`src/rtl/twin_mul_pkg.sv`:
```
package twin_mul_pkg;

  // Strobes from the mode decoder to the array datapath
  typedef struct packed {
    logic gateCross;  // zero the partial products pairing a low nibble with a high nibble
    logic halfInv;    // complement the sign-boundary bits of each half-width sub-array
    logic fullInv;    // complement the sign-boundary bits of the full-width array
    logic halfConst;  // inject a one at the constant column of each sub-product
    logic fullConst;  // inject a one at the constant column of the full product
    logic midOutInv;  // complement the top bit of the lower result half as well
  } mulStrobes_t;

endpackage

```
`src/rtl/twin_mul_ctrl.sv`:
```
module twin_mul_ctrl
  import twin_mul_pkg::*;
(
  input  logic        twin,
  output mulStrobes_t strobes
);

  always_comb begin
    strobes           = '0;
    strobes.gateCross = twin;
    strobes.halfInv   = twin;
    strobes.halfConst = twin;
    strobes.midOutInv = twin;
    strobes.fullInv   = !twin;
    strobes.fullConst = !twin;
  end

  // one inversion scheme and one constant scheme are active at any time
  always_comb begin
    AST_ONE_SCHEME : assert ((strobes.halfInv ^ strobes.fullInv) &&
                             (strobes.halfConst ^ strobes.fullConst));
  end

endmodule

```
`src/rtl/twin_mul_pparray.sv`:
```
module twin_mul_pparray
  import twin_mul_pkg::*;
#(
  parameter int W = 8
) (
  input  logic [W-1:0]        opA,
  input  logic [W-1:0]        opB,
  input  mulStrobes_t         strobes,
  output logic [W-1:0][W-1:0] ppBits   // [row = opB bit][column = opA bit]
);

  localparam int H = W / 2;

  for (genvar i = 0; i < W; i++) begin : g_row
    for (genvar j = 0; j < W; j++) begin : g_col
      localparam bit LOW_Q   = (i < H) && (j < H);
      localparam bit HIGH_Q  = (i >= H) && (j >= H);
      localparam bit FULL_FL = ((i < W-1) && (j == W-1)) || ((i == W-1) && (j < W-1));
      localparam bit LO_FL   = ((i < H-1) && (j == H-1)) || ((i == H-1) && (j < H-1));
      localparam bit HI_FL   = ((i >= H) && (i < W-1) && (j == W-1)) ||
                               ((i == W-1) && (j >= H) && (j < W-1));
      logic keepBit;
      logic flipBit;
      always_comb begin
        keepBit = !strobes.gateCross || LOW_Q || HIGH_Q;
        flipBit = (strobes.fullInv && FULL_FL) || (strobes.halfInv && (LO_FL || HI_FL));
        ppBits[i][j] = keepBit & ((opA[j] & opB[i]) ^ flipBit);
      end
    end
  end

  // cross-quadrant bits stay silent in split mode
  always_comb begin
    for (int i = 0; i < W; i++) begin
      for (int j = 0; j < W; j++) begin
        if (strobes.gateCross && ((i < H) != (j < H)))
          AST_CROSS_ZERO : assert (ppBits[i][j] == 1'b0);
      end
    end
  end

endmodule

```
`src/rtl/twin_mul_reduce.sv`:
```
module twin_mul_reduce
  import twin_mul_pkg::*;
#(
  parameter int W = 8
) (
  input  logic [W-1:0][W-1:0] ppBits,
  input  mulStrobes_t         strobes,
  output logic [2*W-1:0]      prod
);

  localparam int H  = W / 2;
  localparam int SW = 2 * W + 1;
  localparam logic [SW-1:0] ONE_WIDE   = {{(SW-1){1'b0}}, 1'b1};
  localparam logic [SW-1:0] HALF_CONST = (ONE_WIDE << H) | (ONE_WIDE << (W + H));
  localparam logic [SW-1:0] FULL_CONST = ONE_WIDE << W;
  localparam logic [2*W-1:0] TOP_BIT   = {1'b1, {(2*W-1){1'b0}}};
  localparam logic [2*W-1:0] MID_BIT   = {{W{1'b0}}, 1'b1, {(W-1){1'b0}}};

  logic [SW-1:0]  sumAcc;
  logic [2*W-1:0] outMask;

  always_comb begin
    sumAcc = strobes.halfConst ? HALF_CONST : '0;
    if (strobes.fullConst) sumAcc = sumAcc + FULL_CONST;
    for (int i = 0; i < W; i++) begin
      sumAcc = sumAcc + ({{(W+1){1'b0}}, ppBits[i]} << i);
    end
    outMask = TOP_BIT | (strobes.midOutInv ? MID_BIT : '0);
    prod    = sumAcc[2*W-1:0] ^ outMask;
  end

  // the biased array sum never spills past the product width
  always_comb begin
    AST_NO_CARRY_OUT : assert (sumAcc[SW-1] == 1'b0);
  end

endmodule

```
`src/rtl/twin_bw_mul.sv`:
```
module twin_bw_mul
  import twin_mul_pkg::*;
#(
  parameter int W = 8
) (
  input  logic [W-1:0]   a,
  input  logic [W-1:0]   b,
  input  logic           twin,
  output logic [2*W-1:0] p
);

  localparam int H = W / 2;

  mulStrobes_t         strobes;
  logic [W-1:0][W-1:0] ppBits;

  twin_mul_ctrl u_ctrl (
    .twin    (twin),
    .strobes (strobes)
  );

  twin_mul_pparray #(.W(W)) u_pparray (
    .opA     (a),
    .opB     (b),
    .strobes (strobes),
    .ppBits  (ppBits)
  );

  twin_mul_reduce #(.W(W)) u_reduce (
    .ppBits  (ppBits),
    .strobes (strobes),
    .prod    (p)
  );

  // port-level product checks per mode
  logic signed [2*W-1:0] fullRef;
  logic signed [W-1:0]   loRef;
  logic signed [W-1:0]   hiRef;

  always_comb begin
    fullRef = $signed(a) * $signed(b);
    loRef   = $signed(a[H-1:0]) * $signed(b[H-1:0]);
    hiRef   = $signed(a[W-1:H]) * $signed(b[W-1:H]);
    if (!twin) begin
      AST_FULL_PRODUCT : assert ($signed(p) == fullRef);
    end else begin
      AST_LOW_PRODUCT  : assert ($signed(p[W-1:0]) == loRef);
      AST_HIGH_PRODUCT : assert ($signed(p[2*W-1:W]) == hiRef);
    end
  end

endmodule

```
`config.mk`:
```
export PLATFORM = sky130hd
export DESIGN_NAME = twin_bw_mul
export DESIGN_NICKNAME = d
export VERILOG_FILES = /design/src/rtl/twin_mul_pkg.sv /design/src/rtl/twin_mul_ctrl.sv /design/src/rtl/twin_mul_pparray.sv /design/src/rtl/twin_mul_reduce.sv /design/src/rtl/twin_bw_mul.sv
export SDC_FILE = /design/constraint.sdc
export NUM_CORES = 1
export LEC_CHECK = 0
export BUFFER_PORTS_ARGS = -buffer_cell sky130_fd_sc_hd__buf_2
export CAP_MARGIN = 0
export CORE_ASPECT_RATIO = 0.75
export CORE_MARGIN = 2
export CORE_UTILIZATION = 56
export DETAILED_ROUTE_END_ITERATION = 10
export GPL_TIMING_DRIVEN = 0
export PLACE_DENSITY = 0.79
export REMOVE_ABC_BUFFERS = 1
export SLEW_MARGIN = 20
export SYNTH_ARGS = -nofsm -noshare
export SYNTH_HDL_FRONTEND = slang
export SYNTH_SLANG_ARGS = --single-unit
export TNS_END_PERCENT = 20
```
`constraint.sdc`:
```
create_clock -name vclk -period 13.2
set_clock_uncertainty 0.2 [all_clocks]
set_input_delay 1.32 -clock vclk [all_inputs]
set_output_delay 1.32 -clock vclk [all_outputs]
set_load 0.02 [all_outputs]
```
==> results of run 1 <==
synthesized netlist by cell type (all sizes together):
master / count
a211oi: 1
a21oi: 13
and2: 35
and3b: 2
buf: 2
clkbuf: 3
fa: 39
ha: 29
inv: 41
nand2: 25
nand3: 7
nand4: 1
nand4b: 1
nor2: 9
nor2b: 7
nor3: 1
o211ai: 2
o21ai: 2
o221ai: 1
o41ai: 2
or2: 1
or2b: 1
xnor2: 14
xor2: 3
layout make-up:
cell class / count / area (sq um) / area share (%)
inverters: 41 / 153.9 / 6.620
well taps: 52 / 65.06 / 2.799
multi-input cells: 196 / 1941 / 83.48
repair buffers: 33 / 165.2 / 7.104
stage by stage:
stage | area (sq um) | power [mW] | utilization, %
2_1_floorplan | 2095 | 0.2733 | -
3_3_place_gp | 2325 | 0.3457 | 63.91
3_5_place_dp | 2325 | 0.3541 | 63.91
4_1_cts | 2325 | 0.3571 | 63.91
5_1_grt | 2325 | 0.3944 | 63.91
6_report | 2325 | 0.3510 | 63.91
metal layers:
layer  routed length [um]  track usage [%]
met5                    0                0
met4                    0                0
met3                  101           0.1767
met2                 1947            35.84
met1                 1905            31.11
final timing paths:
path / to / slack, ns / cells after the start
worst min-delay path: p[0] / 2.88 / 3
worst max-delay path: p[13] / 5.96 / 16
where the power goes:
| group | total (mW) | switching, mW | leakage (nW) | internal, mW |
|---|---|---|---|---|
| Combinational | 0.351 | 0.207 | 1.22 | 0.144 |
| Sequential | 0 | 0 | 0 | 0 |
| Clock | 0 | 0 | 0 | 0 |
| Total | 0.351 | 0.207 | 1.22 | 0.144 |
layout by cell type (no fill, tap or decap), types with 3 or more instances in the layout:
master and count:
nand2_1 25, fa_1 39, nand3_1 7, xor2_1 3, buf_2 33, inv_1 41, a21oi_1 11, xnor2_1 14
nor2_1 9, nor2b_1 7, and2_1 35, ha_1 29
cell families after synthesis:
family                     Yosys count
AOI/OAI and AO/OA                   21
xor gates and xnor gates            17
adders and majority gates           68
buffers and inverters               46
and+or+nand+nor                     90
==> results.md, run 1 <==
- Status: complete, no violations
- WL final: 3955 um
- # placed instances: approximately 320
- Sequential fraction of the synthesis area: 0%
- Layout sequential cell count: 0
- Post-synthesis xor/xnor area fraction: under 10%
- Final HPWL DP: 3447 um
- First-pass GRT wire length: between 7000 and 8000 um
- Synth Area in Simple Gates: approximately 23%
- DRC errors left: 0
- Vias per std cell: slightly above 5
- CP Launch Type: primary input
- Diode count: 0
- Crit-path leading delay family: adder cells
- Synth Cell Area: between 0.002 and 0.0025 sq mm
- Post-Syn Area per Cell: 8.743 sq um
- Remaining global-route overflow: 0
- WS Path Type: in2out
- Vias: ~1600
- Rows: 19
- Die Y: 57.23 um
- Fin cells: 322
- Largest family of logic cells by synthesized area: adder cells
- Final WS setup: about 6.0 ns
- Vias in the first global route: approximately 1600
- Tightest Pin Transition: 0.5463 ns
- Mux contribution to synthesized area: 0%
- Compound-Gate Fraction of Synth Area: roughly 7.9%
- Hold_buf cts: 0
- Setup violations, final: 0
- Peak supply drop: around 0.14 mV
- CP max FO: 25
- Slowest cell delay on critical path: roughly 0.54 ns
- CP most frequent cell: fa_1
- Unique cell type count in the Yosys netlist: 26
- Routed Antenna Nets: 0
- # nets final: 357
- Post-CTS setup buffer count: 0
- Setup crit end kind: output port
- Beginning of the critical path: twin
- Type of the worst min-delay path: in2out
- Ports: 33
- Pin count of the biggest net entering global routing: 26
- Final slew viol count: 0
- Critical path, cell by cell: buf_2, nor2b_1, and2_1, fa_1, fa_1, inv_1, fa_1, inv_1, ha_1, ha_1, fa_1, a21oi_2, o211ai_2, o41ai_2, xnor2_1, buf_2
- Worst Setup Slack post-DPL: approximately 6 ns
- Die width: 74.98 um
- Adder-cell share of the synthesized area: a little over half
- Tot GR Track Use: slightly above 20%
- Cell Pwr Density: about 150 mW/mm^2
- Fillers: 346
- Post-cts resize count: 0
- Final period utilization: a little over half
- Area delta synth->final: 9.876%
- Die area: around 0.0043 sq mm
- Relative slew slack: between 60% and 70%
- Hold_ws: ~2.9 ns
- CORE AREA: approximately 0.0036 sq mm
- CP bufs+invs: 4
- Initial antenna violation count: 0
- Hold Vio Cnt, Final: 0
- Largest cells by area after synthesis: fa_1, ha_1, and2_1
- Starting Density: a little under 60%
- Clkbuf count: 0
- Min cycle time layout: ~7.2 ns
- Layout cells sized above 1: between 10% and 20%
- Gate Count Post-Synth: ~240
- Routed len/inst: between 10 and 15 um
- RD Place Congestion: about 0.75
- Crit path required time: about 12 ns
- Maxcap violations: 0
- Static Leak: 1.215 nW
- Initial detailed-routing violation count: about 120
- Area share of the largest cell type after synthesis: 36.90%
- Fmax: ~0.14 GHz
- Drt first pass iters: 4
- Total negative slack: 0 ns
- Largest area contributor in the netlist: fa_1
- Critical path arrival: approximately 5.7 ns
- Slowest-stage cell, CP: fa_1
- Hold_sp: b[0]
- Synth Warn #: 0
- Port-buffer cells: 33
- RSZ-0062 raised after global routing: no
- Reg area: 0 sq um
No activity file was read; power rests on OpenSTA's default activity.
==> inputs of run 2 (changes only) <==
--- a/config.mk
+++ b/config.mk
@@ -5,6 +5,7 @@
 export SDC_FILE = /design/constraint.sdc
 export NUM_CORES = 1
 export LEC_CHECK = 0
+export ABC_AREA = 1
 export BUFFER_PORTS_ARGS = -buffer_cell sky130_fd_sc_hd__buf_2
 export CAP_MARGIN = 0
 export CORE_ASPECT_RATIO = 0.75
==> constraint.sdc (replaced) <==
create_clock -name vclk -period 6.9
set_clock_uncertainty 0.2 [all_clocks]
set_input_delay 0.69 -clock vclk [all_inputs]
set_output_delay 0.69 -clock vclk [all_outputs]
set_load 0.02 [all_outputs]
==> run 2 against run 1 <==
Clock-buffer cell count did not move. Highest routed layer is now met4. Critical path depth grew 2. Utilization up 0.67 points.
==> results.md, run 2 <==
- Status: complete, no violations
- Post-DP Area: about 0.0024 sq mm
- Layout cells sized above 1: 10.62%
- Peak supply drop: about 0.19 mV
- Gate Count Post-Synth: between 300 and 400
- Routed Antenna Nets: 0
- Rows: 19
- Vias: about 2000
- Cell area after layout: approximately 0.0024 sq mm
- Slowest cell delay on critical path: approximately 0.55 ns
- Pin count of the biggest net entering global routing: 15
- Global-route met2 utilization: a little under two fifths
- Drt first pass iters: 5
- Sequential fraction of the synthesis area: 0%
- Maxcap violations: 0
- Setup violations, final: 0
- Vias per std cell: between 5 and 6
- Initial antenna violation count: 0
- CP Launch Type: primary input
- Vias in the first global route: ~1800
- Largest cells by area after synthesis: fa_1, ha_1, nand2_1
- Diode count: 0
- Count leader, synth: nand2_1
- Reg area: 0 sq um
- Routed len/inst: 11.75 um
- Cell Pwr Density: ~290 mW/mm^2
- Setup crit end kind: output port
- Slowest-stage cell, CP: fa_1
- RSZ-0062 raised after global routing: no
- Initial detailed-routing violation count: about 170
- Met3 Resource Use GR: 0%
- DRC errors left: 0
- Critical path arrival: about 4.8 ns
- Remaining global-route overflow: 0
- Area share of the largest cell type after synthesis: a little over a third
- Met1 usage: about two fifths
- Leading cell type in the layout, fill and taps excluded: nand2_1
- Final HPWL DP: 4104 um
- Starting Density: about three fifths
- Static Leak: 1.531 nW
- Min cycle time layout: ~5.7 ns
- CP max FO: 14
- Final period utilization: between 80% and 90%
- Die width: between 70 and 80 um
- Port-buffer cells: 33
- Ports: 33
- Area delta synth->final: 9.815%
- Hold Vio Cnt, Final: 0
- Hold_buf cts: 0
- CORE AREA: 0.003685 sq mm
- Post-CTS setup buffer count: 0
- Clkbuf count: 0
- Tightest Pin Transition: 0.3290 ns
- Die area: about 0.0044 sq mm
- First-pass GRT wire length: around 8200 um
- Relative slew slack: about four fifths
- Post-Syn Area per Cell: ~7.0 sq um
- WS Path Type: in2out
- Type of the worst min-delay path: in2out
- Critical path, cell by cell: buf_2, inv_2, nand2_1, nor2_1, fa_1, fa_1, inv_1, fa_1, inv_1, ha_1, ha_1, fa_1, nand2_1, nand3_1, nand3_1, nand3_1, nand2_1, buf_2
- Synth Cell Area: roughly 0.0022 sq mm
- WL final: approximately 4600 um
- Commonest non-fill, non-tap cells in the layout: nand2_1, inv_1, fa_1
- GRT busiest layer: met1
- Crit path required time: ~6.0 ns
- Final slew viol count: 0
- Layout sequential cell count: 0
- Total negative slack: 0 ns
- Largest area contributor in the netlist: fa_1
- Tot GR Track Use: 23.70%
- # nets final: between 400 and 500
- RD Place Congestion: between 0.9 and 1
- Synth Warn #: 0
- Fmax: 0.1759 GHz
- Synth top cells by count: nand2_1, inv_1, fa_1
- CP most frequent cell: fa_1
- Die Y: between 50 and 60 um
- Unique cell type count in the Yosys netlist: 16
- Post-cts resize count: 0
-- run 2: changes by cell type in the layout (fill, tap and decap cells not counted), sizes merged, moves of 2 or more --
cell / change
inv: +40
o211ai: -2
nor2b: -7
and3b: -2
and2: -35
o41ai: -2
xnor2: -11
nand3: +6
xor2: +7
nand2: +56
nor2: +25
o21ai: -2
-- run 2: layout make-up --
type | count | area (sq um)
multi-input combinational | 225 | 1846
inverter | 81 | 304.0
timing repair buffer | 33 | 165.2
tap | 52 | 65.06
fill | 356 | 1305
-- run 2: logic make-up after synthesis --
group                    share of synthesized area, %
AO/OA/AOI/OAI                                   3.118
XOR/XNOR                                        5.254
adder cells (fa/ha/maj)                         52.77
buffers and inverters                           14.84
AND/OR/NAND/NOR                                 24.02
-- run 2: path summary, 6_finish.rpt --
kind / from / end / cells after the start
max: twin / p[13] / 18
min: a[0] / p[0] / 4
-- run 2: routing by layer --
metal  up-vias  wire [um]
met4         0         18
met1       943       2143
met5         -          0
met2        76       2140
met3         2        293
li1        965          -
-- run 2: stage by stage --
| step | hold WS (ns) | utilization [%] | worst slack, ns | total power, mW | std cells |
|---|---|---|---|---|---|
| floorplan | 1.302 | - | 1.839 | 0.5188 | 306 |
| global placement | 1.555 | 64.58 | 1.270 | 0.6736 | 391 |
| detailed placement | 1.560 | 64.58 | 1.215 | 0.6847 | 391 |
| CTS | 1.559 | 64.58 | 1.210 | 0.6907 | 391 |
| global route | 1.572 | 64.58 | 0.9143 | 0.7839 | 391 |
| finish | 1.558 | 64.58 | 1.214 | 0.6848 | 391 |
-- run 2: critical path: cells and delay by family --
family                   cells  cell delay (ns)
adder cells (fa/ha/maj)      6             2.60
AND/OR/NAND/NOR              7             0.75
buffers and inverters        5             0.73
-- run 2: where the power goes --
group	internal, mW	total [mW]	switching [mW]
Sequential	0	0	0
Clock	0	0	0
Combinational	0.253	0.685	0.432
==> inputs of run 3 (changes only) <==
==> constraint.sdc (replaced) <==
create_clock -name vclk -period 5.3
set_clock_uncertainty 0.2 [all_clocks]
set_input_delay 0.53 -clock vclk [all_inputs]
set_output_delay 0.53 -clock vclk [all_outputs]
set_load 0.02 [all_outputs]
==> run 3 against run 2 <==
First-iteration DRC count down 9.2%. Non-clock buffer count unchanged. Cell area up 1.1%. Hold slack worse by 0.32 ns. Die area unchanged. Clock-buffer cell count unchanged. Flip-flop and latch count unchanged. Cell count unchanged. Worst setup slack worse by 1.0 ns. Critical endpoint unchanged. Highest routed layer is now met3.
==> results.md, run 3 (same netlist as run 2, synthesis figures left out) <==
- Rows: 19
- CP Launch Type: primary input
- Remaining global-route overflow: 0
- Fillers: 360
- Seq pwr share: 0%
- DRT met1 WL: approximately 2100 um
- CP bufs+invs: 5
- Met2 WL: 2226 um
- Fin cells: slightly below 400
- Maxcap violations: 0
- Routed len/inst: ~12 um
- Area delta synth->final: 10.97%
- Worst hold path depth: 4
- Tot GR Track Use: roughly a quarter
- Fmax: between 0.15 and 0.2 GHz
- Critical path arrival: around 4.4 ns
- Worst Setup Slack post-DPL: -0.06481 ns
- Post-CTS setup buffer count: 0
- Critical path, cell by cell: buf_4, inv_4, nand2_2, nor2_1, fa_1, fa_1, fa_1, inv_1, fa_1, inv_1, ha_1, or2_2, nand3_1, nand3_1, nand2_1, buf_2
- Hold_sp: a[0]
- Setup violations, final: 0
- CP most frequent cell: fa_1
- Diode count: 0
- WL final: around 4700 um
- CORE AREA: between 0.003 and 0.004 sq mm
- Finished Core Util: 65.26%
- Crit path required time: 4.57 ns
- Pin count of the biggest net entering global routing: 15
- CP max FO: 14
- Routed Antenna Nets: 0
- Crit-path leading delay family: adder cells
- Worst Hold Path EP: p[0]
- Reg area: 0 sq um
- Type of the worst min-delay path: in2out
- Top routing layer in use: met3
- Vias: 1950
- Initial antenna violation count: 0
- # placed instances: between 300 and 400
- Initial detailed-routing violation count: between 150 and 200
- Cell Pwr Density: between 300 and 400 mW/mm^2
- Setup crit end kind: output port
- Starting Density: about three fifths
- First-pass GRT wire length: around 8000 um
- RD Place Congestion: 0.9449
- WS Path Type: in2out
- Drt first pass iters: 4
- Die Y: 57.88 um
- Layout cells sized above 1: approximately an eighth
- Status: complete, no violations
- Leading cell type in the layout, fill and taps excluded: inv_1
- Vias in the first global route: 1800
- Switching share of total power: between 60% and 70%
- Final WS setup: around 0.2 ns
- Die width: 75.83 um
- Port-buffer cells: 33
- # nets final: roughly 430
- Min cycle time layout: around 5.1 ns
- Final Power: about 0.9 mW
- Internal power: 0.3344 mW
- Peak supply drop: about 0.25 mV
- Static Leak: 1.529 nW
- Tightest Pin Transition: approximately 0.24 ns
- Layout sequential cell count: 0
- Logic pwr share: between 90% and 100%
- Area of the multi-input gates: 0.001866 sq mm
- Switching power of the nets: roughly 0.57 mW
- Ports: 33
- Slowest-stage cell, CP: fa_1
- Final period utilization: between 90 and 100%
- Clock power frac: 0%
- Relative slew slack: between 80% and 90%
- DRC errors left: 0
- Hold Vio Cnt, Final: 0
- Commonest non-fill, non-tap cells in the layout: inv_1, nand2_1, fa_1
- Vias per std cell: about 5
- Slowest cell delay on critical path: about 0.56 ns
- Met3 WL: between 300 and 400 um
- Final HPWL DP: ~4000 um
- Total negative slack: 0 ns
- Final slew viol count: 0
- Die area: 0.004389 sq mm
- Clkbuf count: 0
run 3: power by group through the flow:
stage          logic [mW]  clock network [mW]  registers, mW
3_3_place_gp        0.877                   0              0
2_1_floorplan       0.675                   0              0
6_report            0.899                   0              0
3_5_place_dp        0.891                   0              0
5_1_grt              1.03                   0              0
4_1_cts             0.899                   0              0
run 3: worst max-delay path by stage:
stage | startpoint | end | cells after the start
floorplan | twin | p[7] | 13
global placement | twin | p[13] | 18
detailed placement | twin | p[13] | 18
CTS | twin | p[13] | 18
global route | twin | p[13] | 19
finish | twin | p[13] | 16
run 3: metrics by stage:
step	hold slack (ns)	cell area, sq um
after detailed placement	1.240	2380
after global routing	1.252	2405
after global placement	1.235	2380
final	1.238	2405
after floorplan	0.9823	2150
after CTS	1.239	2382
run 3: area by class of cell:
| class | count | share of cell area [%] |
|---|---|---|
| inverters | 81 | 12.75 |
| repair buffers | 33 | 6.972 |
| multi-input cells | 225 | 77.58 |
| well taps | 52 | 2.706 |
run 3: tightest hold or removal path, delay by kind of cell:
| kind | cells | cell delay [ns] |
|---|---|---|
| AND/OR/NAND/NOR | 1 | 0.06 |
| buffers and inverters | 3 | 0.31 |
run 3: metal layers:
layer | track usage, % | vias up
met2 | 37.19 | 70
li1 | - | 965
met1 | 39.13 | 915
met4 | 0.7519 | 0
met5 | 0 | -
met3 | 0 | 0
run 3: repair_timing:
| item | CTS | global route |
|---|---|---|
| pin swaps | 0 | 0 |
| endpoints found under the hold margin | 0 | 0 |
| hold buffers | 0 | 0 |
| gates resized for setup | 1 | 10 |
| endpoints found under the setup margin | 2 | 8 |
